===== src/rtl/hp_pkg.sv =====
`timescale 1ns/1ps
package hp_pkg;

  typedef enum logic [1:0] {
    ST_IDLE = 2'd0,
    ST_HALF = 2'd1,
    ST_GAP  = 2'd2,
    ST_TAIL = 2'd3
  } hp_state_e;

  // Returns {ok, long}. Long takes priority; short is the fallback.
  function automatic logic [1:0] hp_classify(input int width, input int elapsed,
                                             input int smin, input int smax,
                                             input int lmin, input int lmax);
    logic is_long;
    logic is_ok;
    is_long = (width >= lmin) && (elapsed <= lmax);
    is_ok   = is_long || ((width >= smin) && (elapsed <= smax));
    return {is_ok, is_long};
  endfunction

endpackage


===== src/rtl/hp_timer.sv =====
`timescale 1ns/1ps
module hp_timer #(
  parameter int CW    = 5,
  parameter int LIMIT = 14
) (
  input  logic          clk_i,
  input  logic          rst_ni,
  input  logic          load_i,
  input  logic          inc_i,
  output logic [CW-1:0] count_o,
  output logic          at_limit_o
);

  always_ff @(posedge clk_i) begin
    if (!rst_ni) begin
      count_o <= '0;
    end else if (load_i) begin
      count_o <= CW'(1);
    end else if (inc_i) begin
      count_o <= count_o + 1'b1;
    end
  end

  assign at_limit_o = (count_o == CW'(LIMIT));

endmodule


===== src/rtl/hp_delay.sv =====
`timescale 1ns/1ps
module hp_delay #(
  parameter int DEPTH = 2,
  parameter int W     = 2
) (
  input  logic         clk_i,
  input  logic         rst_ni,
  input  logic         in_valid_i,
  input  logic [W-1:0] in_data_i,
  output logic         out_valid_o,
  output logic [W-1:0] out_data_o
);

  logic [DEPTH-1:0] v_q;
  logic [W-1:0]     d_q [DEPTH];

  always_ff @(posedge clk_i) begin
    if (!rst_ni) begin
      v_q[0] <= 1'b0;
      d_q[0] <= '0;
    end else begin
      v_q[0] <= in_valid_i;
      d_q[0] <= in_data_i;
    end
  end

  for (genvar g = 1; g < DEPTH; g++) begin : g_stage
    always_ff @(posedge clk_i) begin
      if (!rst_ni) begin
        v_q[g] <= 1'b0;
        d_q[g] <= '0;
      end else begin
        v_q[g] <= v_q[g-1];
        d_q[g] <= d_q[g-1];
      end
    end
  end

  assign out_valid_o = v_q[DEPTH-1];
  assign out_data_o  = d_q[DEPTH-1];

endmodule


===== src/rtl/hp_classifier.sv =====
`timescale 1ns/1ps
module hp_classifier
  import hp_pkg::*;
#(
  parameter int SHORT_MIN_HP  = 3,
  parameter int SHORT_MAX_INV = 6,
  parameter int LONG_MIN_HP   = 8,
  parameter int LONG_MAX_INV  = 14,
  parameter int OUT_DELAY     = 2
) (
  input  logic clk_i,
  input  logic rst_ni,
  input  logic above_i,
  input  logic below_i,
  output logic sym_valid_o,
  output logic sym_long_o,
  output logic sym_pos_o
);

  localparam int CW = $clog2(LONG_MAX_INV + 1) + 1;

  hp_state_e     state_q, state_d;
  logic          pol_q;
  logic [CW-1:0] width_q;
  logic [CW-1:0] elapsed_w;
  logic          at_limit_w;

  // Named events on the input levels
  logic lvl_zero_w, lvl_both_w, lvl_pos_w, lvl_neg_w, lvl_same_w, lvl_opp_w;
  assign lvl_zero_w = !above_i && !below_i;
  assign lvl_both_w = above_i && below_i;
  assign lvl_pos_w  = above_i && !below_i;
  assign lvl_neg_w  = below_i && !above_i;
  assign lvl_same_w = pol_q ? lvl_pos_w : lvl_neg_w;
  assign lvl_opp_w  = pol_q ? lvl_neg_w : lvl_pos_w;

  // Named events on the pulse progress
  logic          in_pulse_w, start_w, inv_w, hold_w, timeout_w;
  logic          accept_w, accept_long_w;
  logic [CW-1:0] width_now_w;
  logic [1:0]    class_w;

  assign in_pulse_w  = (state_q == ST_HALF) || (state_q == ST_GAP);
  assign start_w     = (state_q == ST_IDLE) && (lvl_pos_w || lvl_neg_w);
  assign inv_w       = in_pulse_w && lvl_opp_w;
  assign hold_w      = in_pulse_w &&
                       (lvl_zero_w || ((state_q == ST_HALF) && lvl_same_w));
  assign timeout_w   = hold_w && at_limit_w;
  assign width_now_w = (state_q == ST_HALF) ? elapsed_w : width_q;
  assign class_w     = hp_classify(int'(width_now_w), int'(elapsed_w),
                                   SHORT_MIN_HP, SHORT_MAX_INV,
                                   LONG_MIN_HP, LONG_MAX_INV);
  assign accept_w      = inv_w && class_w[1];
  assign accept_long_w = accept_w && class_w[0];

  hp_timer #(.CW(CW), .LIMIT(LONG_MAX_INV)) u_timer (
    .clk_i      (clk_i),
    .rst_ni     (rst_ni),
    .load_i     (start_w),
    .inc_i      (hold_w && !at_limit_w),
    .count_o    (elapsed_w),
    .at_limit_o (at_limit_w)
  );

  always_comb begin
    state_d = state_q;
    unique case (state_q)
      ST_IDLE: if (start_w) state_d = ST_HALF;
      ST_HALF: begin
        if (inv_w)                         state_d = accept_w ? ST_TAIL : ST_IDLE;
        else if (timeout_w || lvl_both_w)  state_d = ST_IDLE;
        else if (lvl_zero_w)               state_d = ST_GAP;
      end
      ST_GAP: begin
        if (inv_w)                         state_d = accept_w ? ST_TAIL : ST_IDLE;
        else if (timeout_w || !lvl_zero_w) state_d = ST_IDLE;
      end
      ST_TAIL: if (lvl_zero_w) state_d = ST_IDLE;
      default: state_d = ST_IDLE;
    endcase
  end

  always_ff @(posedge clk_i) begin
    if (!rst_ni) begin
      state_q <= ST_IDLE;
      pol_q   <= 1'b0;
      width_q <= '0;
    end else begin
      state_q <= state_d;
      if (start_w) pol_q <= lvl_pos_w;
      if ((state_q == ST_HALF) && lvl_zero_w) width_q <= elapsed_w;
    end
  end

  logic [1:0] out_data_w;

  hp_delay #(.DEPTH(OUT_DELAY), .W(2)) u_delay (
    .clk_i       (clk_i),
    .rst_ni      (rst_ni),
    .in_valid_i  (accept_w),
    .in_data_i   ({accept_long_w, pol_q}),
    .out_valid_o (sym_valid_o),
    .out_data_o  (out_data_w)
  );

  assign sym_long_o = out_data_w[1];
  assign sym_pos_o  = out_data_w[0];

endmodule


===== config.mk =====
export PLATFORM = sky130hd
export DESIGN_NAME = hp_classifier
export DESIGN_NICKNAME = d
export VERILOG_FILES = /design/src/rtl/hp_pkg.sv /design/src/rtl/hp_timer.sv /design/src/rtl/hp_delay.sv /design/src/rtl/hp_classifier.sv
export SDC_FILE = /design/constraint.sdc
export NUM_CORES = 1
export LEC_CHECK = 0
export ABC_AREA = 1
export ABC_CLOCK_PERIOD_IN_PS = 1800
export CAP_MARGIN = 20
export CORE_ASPECT_RATIO = 1.5
export CORE_MARGIN = 10
export CORE_UTILIZATION = 45
export DETAILED_ROUTE_END_ITERATION = 8
export SLEW_MARGIN = 0
export SYNTH_ARGS = -nofsm -noshare
export SYNTH_HDL_FRONTEND = slang
export SYNTH_SLANG_ARGS = --single-unit

===== constraint.sdc =====
create_clock -name clk_i -period 1.8 [get_ports clk_i]
set_input_delay 0.36 -clock clk_i [delete_from_list [all_inputs] [get_ports clk_i]]
set_output_delay 0.36 -clock clk_i [all_outputs]
set_load 0.02 [all_outputs]

==> results.toml, run 1 <==
[die]
placeableCoreArea_mm2 = 0.00239
num_rows = 22
die_h_um = 80.9
io_pins = 7
die-area_mm2 = 0.00490
initial_utilization_pct = 46.4
die_w_um = 60.6

[sta]
post-route-period-util_pct = 95.9
setup_viol = 0
drv_slew = 0
fin_worst_hold_slack_ps = 421
min_period_ps = 1730
tightest_slew_ps = 216
clock-skew-final_ps = 1.58
hold_violations = 0
rsz0062_at_grt = "yes"
fmax_mhz = 579
slew_headroom_pct = 85.6

[clocking]
root_buffer = "clkbuf_4"
cts-htree-levels = 1
cts.path.max_buffers = 2
cts_buffers = 3
clock_latency_ps = 300
cts_sinks = 19
cts_tree = "done"
clk_pin_slew_ps = 110

[global_routing]
grt_pass1_wl_um = 3730
grt_usage_pct = 9.78
overflow = 0
antenna_found_initial = 0
grt_pass1_vias = 891
grt_max_degree = 12

[critical_path]
worst_path_largest_cell_delay_ps = 520
ff2ff_path_depth = 13
critical_path_arrival_ps = 1960
crit_slowest_cell = "clkdlybuf4s50_1"
crit_chain = "clkdlybuf4s50_1, inv_1, ha_1, nor2_1, nor2_2, nand2_2, nand3_1, inv_1, nand2_1, nand2_2, inv_1, nand2_1, o21ai_1, nor2_1"
cp.required_ps = 2040
regToRegStartpoint = "state_q[1]$_SDFFE_PN0P_"
endpoint_kind = "register"
startpoint_type = "input port"
crit_buf_inv = 4
reg2reg_to = "state_q[1]$_SDFFE_PN0P_"
path_max_fanout = 4
r2r_slack_ps = 160
crit_top_cell = "inv_1"
criticalPathCategory = "in -> reg"
cpLargestDelayFamily = "buffers and inverters"

[place]
dp_hpwl_um = 1800
portBuffers = 6
gp_congestion = 0.804
placed_cells = 192

[layout]
area_growth_pct = 17.2
finalNonFillerCells = 196
drive_above_1_share_pct = 20.9
mostFrequentLayoutCell = "nand2_1"
fin_util_pct = 54.4
layout_common_cells = "nand2_1 (34), inv_1 (26), dfxtp_1 (18), nor2_1 (11), buf_4 (10)"
fin_nets = 187
antennaDiodeCount = 0

[status]
status = "finished, final reports clean"

[logic_synthesis]
synth_nets = 167
ys_types = 25
synthCells = 153
ys_seq_area_share_pct = 34.2
synth.avg_cell_area_um2 = 7.27
ys.flop_type = "dfxtp_1"
synth_edf_count = 0
async_flop_share_pct = 0
synth_area_mm2 = 0.00111
ys_seq_elements = 19
yosys_warnings = 0

[routing]
postRouteAntennaNets = 0
avgViaCountPerCell = 4.79
route.detailed.drc = 0
wl_per_cell_um = 10.9
drtIter0Drc = 25
finalWirelength_um = 2130
dr.pass1.iters = 4
dr_total_vias = 938

[hold_path]
whs_path_depth = 2
hold-path-endpoint = "u_delay.d_q[1][1]$_SDFF_PN0_"
holdCritPathClass = "reg -> reg"
hp-start = "u_delay.d_q[0][1]$_SDFF_PN0_"

[power_and_ir_drop]
leakage_uw = 0.000665
pwr_density_cell_mw_per_mm2 = 1160
ir_worst_vdd_uv = 542
power_uw = 1510

[run]
maxCapViolations = 0
==> power breakdown <==
part           internal, uW  leakage [uW]  switching (uW)
sequential              489      0.000155            47.3
clock                  82.8     0.0000177             133
combinational           320      0.000493             436
==> layer usage <==
metal	vias to the layer above	GRT usage, %	routed length [um]
met5	-	0	0
met4	0	5.51	38
met3	4	1.87	46
met2	9	18.2	1200
met1	418	9.47	837
li1	507	-	-
==> flip-flops by register name, summed over array words and instances (netlist names) <==
name and flops:
u_delay.out_valid_o 1, u_delay.v_q 1, u_timer.count_o 5, state_q 2, u_delay.d_q 4, pol_q 1
width_q 5
==> area by class of cell <==
class,count,area (um^2)
multi-input combinational,101,596
clock inverter,1,5.00
clock buffer,3,22.5
fill,232,1090
sequential,19,382
tap,24,30.0
inverter,32,134
timing repair buffer,16,135
==> worst min-delay path, stage by stage (launching register included) <==
cell and delay [ps]:
dfxtp_1 310, nand2_1 50, inv_1 30
==> cells in the mapped netlist, types with 4 or more instances <==
cell type / count / area [um^2]
nand2_1: 34 / 128
inv_1: 26 / 97.6
dfxtp_1: 19 / 380
nor2_1: 11 / 41.3
ha_1: 10 / 125
a21oi_1: 8 / 40.0
o21ai_0: 7 / 35.0
nand2_2: 6 / 37.5
inv_2: 4 / 15.0
o21ai_1: 4 / 20.0
==> repair_timing <==
item / CTS / global route
resized for setup: 0 / 2
endpoints found under the setup margin: 0 / 2
setup buffers: 0 / 0
hold buffers: 0 / 0
==> kinds of logic (layout without fill, tap and decap cells) <==
logic type	count (synthesis)	in the layout	synth area share [%]
AO/OA/AOI/OAI	21	21	10.7
adder cells (fa/ha/maj)	10	10	11.2
flip-flops	19	19	34.2
buffers and inverters	33	52	12.5
AND/OR/NAND/NOR	70	70	31.4
==> stage by stage <==
stage          instance area (um^2)  setup TNS, ps  setup slack [ps]
2_1_floorplan                  1110              0               212
3_3_place_gp                   1270          -1230              -178
3_5_place_dp                   1270          -2000              -251
4_1_cts                        1300              0              64.2
5_1_grt                        1300          -16.5             -8.65
6_report                       1300              0              72.9
==> worst max-delay path by stage <==
| stage | from | slack, ps | cells after the start | endpoint |
|---|---|---|---|---|
| floorplan | state_q[0]$_SDFFE_PN0P_ | 210 | 13 | state_q[1]$_SDFFE_PN0P_ |
| global placement | below_i | -180 | 14 | state_q[0]$_SDFFE_PN0P_ |
| CTS | below_i | 60 | 14 | state_q[0]$_SDFFE_PN0P_ |
| detailed placement | below_i | -250 | 14 | state_q[0]$_SDFFE_PN0P_ |
| finish | below_i | 70 | 14 | state_q[0]$_SDFFE_PN0P_ |
| global route | below_i | -9 | 14 | state_q[0]$_SDFFE_PN0P_ |
Power figures use the tool's default switching activity.
==> run 2: changes to the inputs <==
--- a/config.mk
+++ b/config.mk
@@ -12,6 +12,7 @@
 export CORE_MARGIN = 10
 export CORE_UTILIZATION = 45
 export DETAILED_ROUTE_END_ITERATION = 8
+export REMOVE_ABC_BUFFERS = 1
 export SLEW_MARGIN = 0
 export SYNTH_ARGS = -nofsm -noshare
 export SYNTH_HDL_FRONTEND = slang
==> results.toml, run 2 (synthesized netlist as in run 1, its figures left out) <==
[status]
status = "finished, final reports clean"

[die]
placeableCoreArea_mm2 = 0.00239
io_pins = 7
die_h_um = 80.9
num_rows = 22
initial_utilization_pct = 46.4
die-area_mm2 = 0.00490
die_w_um = 60.6

[place]
portBuffers = 6
dp_hpwl_um = 1760
gp_congestion = 0.770
placed_cells = 191

[sta]
slew_headroom_pct = 84.9
tightest_slew_ps = 226
hold_violations = 0
drv_slew = 0
fmax_mhz = 613
min_period_ps = 1630
clock-skew-final_ps = 6.55
post-route-period-util_pct = 90.6
setup_viol = 0
rsz0062_at_grt = "no"

[power_and_ir_drop]
pwr_density_cell_mw_per_mm2 = 1190
leakage_uw = 0.000679
ir_worst_vdd_uv = 699
power_uw = 1580

[routing]
dr_total_vias = 948
avgViaCountPerCell = 4.86
wl_per_cell_um = 11.1
drtIter0Drc = 7
postRouteAntennaNets = 0
dr.pass1.iters = 4
finalWirelength_um = 2160
route.detailed.drc = 0

[critical_path]
crit_slowest_cell = "dfxtp_4"
crit_top_cell = "nand2_1"
r2r_slack_ps = 170
crit_buf_inv = 3
reg2reg_to = "state_q[1]$_SDFFE_PN0P_"
cp.required_ps = 2000
crit_chain = "inv_1, ha_4, inv_2, nor2_2, nand2_2, nand3_1, inv_1, nand2_1, nand2_2, a21oi_4, nand2_1, nand2_1, nor2_1"
critical_path_arrival_ps = 1830
ff2ff_path_depth = 13
criticalPathCategory = "reg -> reg"
worst_path_largest_cell_delay_ps = 400
path_max_fanout = 4
endpoint_kind = "register"
startpoint_type = "register"
cpLargestDelayFamily = "simple AND/OR/NAND/NOR gates"
regToRegStartpoint = "state_q[0]$_SDFFE_PN0P_"

[global_routing]
grt_usage_pct = 10.0
overflow = 0
grt_pass1_wl_um = 3880
grt_max_degree = 12
antenna_found_initial = 0
grt_pass1_vias = 941

[layout]
finalNonFillerCells = 195
largestRegisters = "u_timer.count_o: 5 flops, width_q: 5 flops, u_delay.d_q: 4 flops"
area_growth_pct = 19.6
fin_nets = 186
fin_util_pct = 55.5
antennaDiodeCount = 0
drive_above_1_share_pct = 22.8
mostFrequentLayoutCell = "nand2_1"
layout_common_cells = "nand2_1 (34), inv_1 (25), dfxtp_1 (17), nor2_1 (11), buf_4 (9)"

[hold_path]
holdCritPathClass = "reg -> reg"
hp-start = "u_delay.d_q[0][1]$_SDFF_PN0_"
whs_path_depth = 2
hold-path-endpoint = "u_delay.d_q[1][1]$_SDFF_PN0_"

[clocking]
cts.path.max_buffers = 2
clk_pin_slew_ps = 110
cts-htree-levels = 1
cts_buffers = 3
cts_sinks = 19
cts_hold_buf = 0
root_buffer = "clkbuf_4"
cts_tree = "done"
clock_latency_ps = 300

[run]
maxCapViolations = 0
## run 2: changes by cell type in the layout (fill, tap and decap cells not counted), sizes merged
cell / previous run / this run
buf: 10 / 9
dlymetal6s2s: 0 / 2
clkdlybuf4s50: 6 / 4
## run 2: layout make-up
class | instances | area [um^2]
Clock buffer | 3 | 22.5
Clock inverter | 1 | 5.00
Multi-Input combinational cell | 101 | 621
Timing Repair Buffer | 15 | 133
Inverter | 32 | 134
Tap cell | 24 | 30.0
Sequential cell | 19 | 385
Fill cell | 245 | 1060
## run 2: worst max-delay path by stage
| stage | start | end | slack (ps) | cells after the start |
|---|---|---|---|---|
| CTS | below_i | state_q[1]$_SDFFE_PN0P_ | 60 | 14 |
| global route | state_q[0]$_SDFFE_PN0P_ | state_q[1]$_SDFFE_PN0P_ | 4 | 13 |
| floorplan | state_q[0]$_SDFFE_PN0P_ | state_q[1]$_SDFFE_PN0P_ | 210 | 13 |
| detailed placement | below_i | state_q[1]$_SDFFE_PN0P_ | -260 | 14 |
| finish | state_q[0]$_SDFFE_PN0P_ | state_q[1]$_SDFFE_PN0P_ | 170 | 13 |
| global placement | below_i | state_q[1]$_SDFFE_PN0P_ | -230 | 14 |
## run 2: per-stage QoR
stage / setup TNS, ps / hold WS (ps) / worst slack (ps) / area, um^2
after floorplan: 0 / 390 / 212 / 1110
after global placement: -1420 / 391 / -226 / 1260
after detailed placement: -1800 / 397 / -260 / 1260
after CTS: 0 / 422 / 56.8 / 1290
after global routing: 0 / 459 / 3.96 / 1330
final: 0 / 420 / 169 / 1330
## run 2: per-layer routing
layer	global-route usage (%)	vias to the layer above	routed length (um)	part of all wire, %
met1	10.5	426	906	42
li1	-	505	-	-
met3	2.65	4	70	3.2
met2	17.8	13	1150	53
met5	0	-	0	0
met4	4.63	0	35	1.6
## run 2: where the power goes
part	total, uW	leakage (uW)	internal (uW)	switching (uW)
Combinational	809	0.000506	356	453
Sequential	559	0.000155	496	63.5
Clock	215	0.0000177	82.7	132
Total	1580	0.000679	934	648
## run 2: worst min-delay path, stage by stage, from the launching register on
cell and delay [ps]:
dfxtp_1 310, nand2_1 50, inv_1 30
## run 2: repair_timing
item	CTS	global route
endpoints found under the setup margin	0	3
setup buffers	0	0
resized for setup	0	10
==> run 3: changes to the inputs <==
--- a/config.mk
+++ b/config.mk
@@ -12,8 +12,10 @@
 export CORE_MARGIN = 10
 export CORE_UTILIZATION = 45
 export DETAILED_ROUTE_END_ITERATION = 8
+export DONT_BUFFER_PORTS = 1
 export REMOVE_ABC_BUFFERS = 1
 export SLEW_MARGIN = 0
 export SYNTH_ARGS = -nofsm -noshare
 export SYNTH_HDL_FRONTEND = slang
+export SYNTH_HIERARCHICAL = 1
 export SYNTH_SLANG_ARGS = --single-unit
==> results.toml, run 3 <==
[global_routing]
grt_usage_pct = 9.36
grt_pass1_wl_um = 3620
antenna_found_initial = 0
grt_max_degree = 16
overflow = 0
grt_pass1_vias = 876

[routing]
avgViaCountPerCell = 4.75
route.detailed.drc = 0
drtIter0Drc = 24
finalWirelength_um = 1990
wl_per_cell_um = 10.6
postRouteAntennaNets = 0
dr_total_vias = 893
dr.pass1.iters = 4

[clocking]
root_buffer = "clkbuf_4"
cts_sinks = 19
cts_setup_buffers = 0
clock_latency_ps = 300
clk_pin_slew_ps = 110
cts.path.max_buffers = 2
cts_buffers = 3
cts_tree = "done"
cts-htree-levels = 1

[layout]
mostFrequentLayoutCell = "nand2_1"
seq_area_um2 = 380
fin_nets = 179
fin_util_pct = 50.0
multi_input_area_um2 = 639
largestRegisters = "u_timer/count_o: 5 flops, width_q: 5 flops, u_delay/d_q: 4 flops"
finalNonFillerCells = 188
area_growth_pct = 7.89
drive_above_1_share_pct = 20.1
antennaDiodeCount = 0
final_area_mm2 = 0.00120
fill_cells = 247
layout_common_cells = "nand2_1 (38), inv_1 (24), nor2_1 (22), dfxtp_1 (19)"

[logic_synthesis]
ys.flop_type = "dfxtp_1"
synth_edf_count = 0
yosys_warnings = 6
synth_area_mm2 = 0.00111
synth.avg_cell_area_um2 = 7.07
yosysTopAreaCell = "dfxtp_1"
ys_seq_area_share_pct = 34.3
yosys.cell_count.top_type = "nand2_1"
synthCells = 157
synth.area.top_cells = "dfxtp_1 (34%), nand2_1 (13%), ha_1 (11%)"
netlist.area_leader.share_pct = 34.3
async_flop_share_pct = 0
ys_seq_elements = 19
ys_types = 19
synth_commonest_cells = "nand2_1 (38), inv_1 (24), nor2_1 (22)"

[die]
num_rows = 22
placeableCoreArea_mm2 = 0.00239
die-area_mm2 = 0.00489
io_pins = 7
initial_utilization_pct = 46.3
die_h_um = 80.8
die_w_um = 60.6

[critical_path]
path_max_fanout = 4
endpoint_kind = "register"
startpoint_type = "register"
critical_path_arrival_ps = 1830
criticalPathCategory = "reg -> reg"
ff2ff_path_depth = 11
cp.required_ps = 2010

[sta]
fin_setup_tns_ps = 0
min_period_ps = 1630
rsz0062_at_grt = "no"
clock-skew-final_ps = 3.11
hold_violations = 0
tightest_slew_ps = 291
drv_slew = 0
slew_headroom_pct = 80.5
post-route-period-util_pct = 90.5
fmax_mhz = 614
setup_viol = 0

[hold_path]
whs_path_depth = 2
holdCritPathClass = "in -> reg"

[power_and_ir_drop]
pwr_density_cell_mw_per_mm2 = 1240
ir_worst_vdd_uv = 699
leakage_uw = 0.000623
power_uw = 1480

[place]
gp_congestion = 0.749
portBuffers = 0
placed_area_mm2 = 0.00116
dp_hpwl_um = 1570
placed_cells = 184

[run]
maxCapViolations = 0

[status]
status = "finished, final reports clean"
run 3: cell types whose count changed in the layout (fill, tap and decap cells not counted), sizes merged, moves of 2 or more:
cell / change
clkdlybuf4s50: -4
buf: -6
nor2: +17
nand2: +8
dlymetal6s2s: -2
nor3: -4
inv: -4
o21ai: -3
run 3: cell families (layout without fill, tap and decap cells):
family	count (synthesis)	in the layout	share of synthesized area (%)
simple gates	86	86	37.4
buf+inv	26	33	8.79
flops	19	19	34.3
compound gates	16	16	8.23
fa+ha+maj	10	10	11.3
run 3: power by group:
group          internal, uW  switching, uW  leakage, uW
clock network          82.9            134    0.0000177
logic                   286            436     0.000451
registers               492           52.4     0.000155
run 3: final timing paths:
| path | slack (ps) | start | endpoint |
|---|---|---|---|
| max reg2reg | 170 | state_q[1]$_SDFFE_PN0P_ | state_q[1]$_SDFFE_PN0P_ |
| min | 150 | rst_ni | u_delay/d_q[1][1]$_SDFF_PN0_ |
| min reg2reg | 420 | u_delay/d_q[0][1]$_SDFF_PN0_ | u_delay/d_q[1][1]$_SDFF_PN0_ |
| max | 170 | state_q[1]$_SDFFE_PN0P_ | state_q[1]$_SDFFE_PN0P_ |
run 3: timing repair:
action,in CTS,in global routing
endpoints found under the setup margin,0,3
hold buffers,0,0
resized for setup,0,2
run 3: per-layer routing:
layer | track usage, % | up-vias | routed length [um]
li1 | - | 487 | -
met1 | 10.1 | 391 | 856
met2 | 16.0 | 9 | 1000
met3 | 2.50 | 6 | 65
met4 | 4.85 | 0 | 60
met5 | 0 | - | 0
run 3: per-stage QoR:
step / hold slack (ps) / setup WS, ps
after global placement: 388 / 123
after CTS: 139 / 116
after detailed placement: 402 / 146
after floorplan: 386 / 260
final: 150 / 172
after global routing: 132 / 13.3
run 3: final cells by class:
cell class,count,share of cell area (%)
inverter,26,8.15
sequential,19,31.8
tap,24,2.51
clock buffer,3,1.88
timing repair buffer,3,1.88
clock inverter,1,0.418
multi-input combinational,112,53.4
run 3: critical path: stages, from the launching register on:
cell and delay, ps:
dfxtp_1 400, inv_1 80, ha_1 360, nand3_4 120, nand3_1 90, inv_1 50, nand2_1 60, nand2_1 70
a21oi_4 140, nand2_1 70, nand2_1 70, nor2_2 30
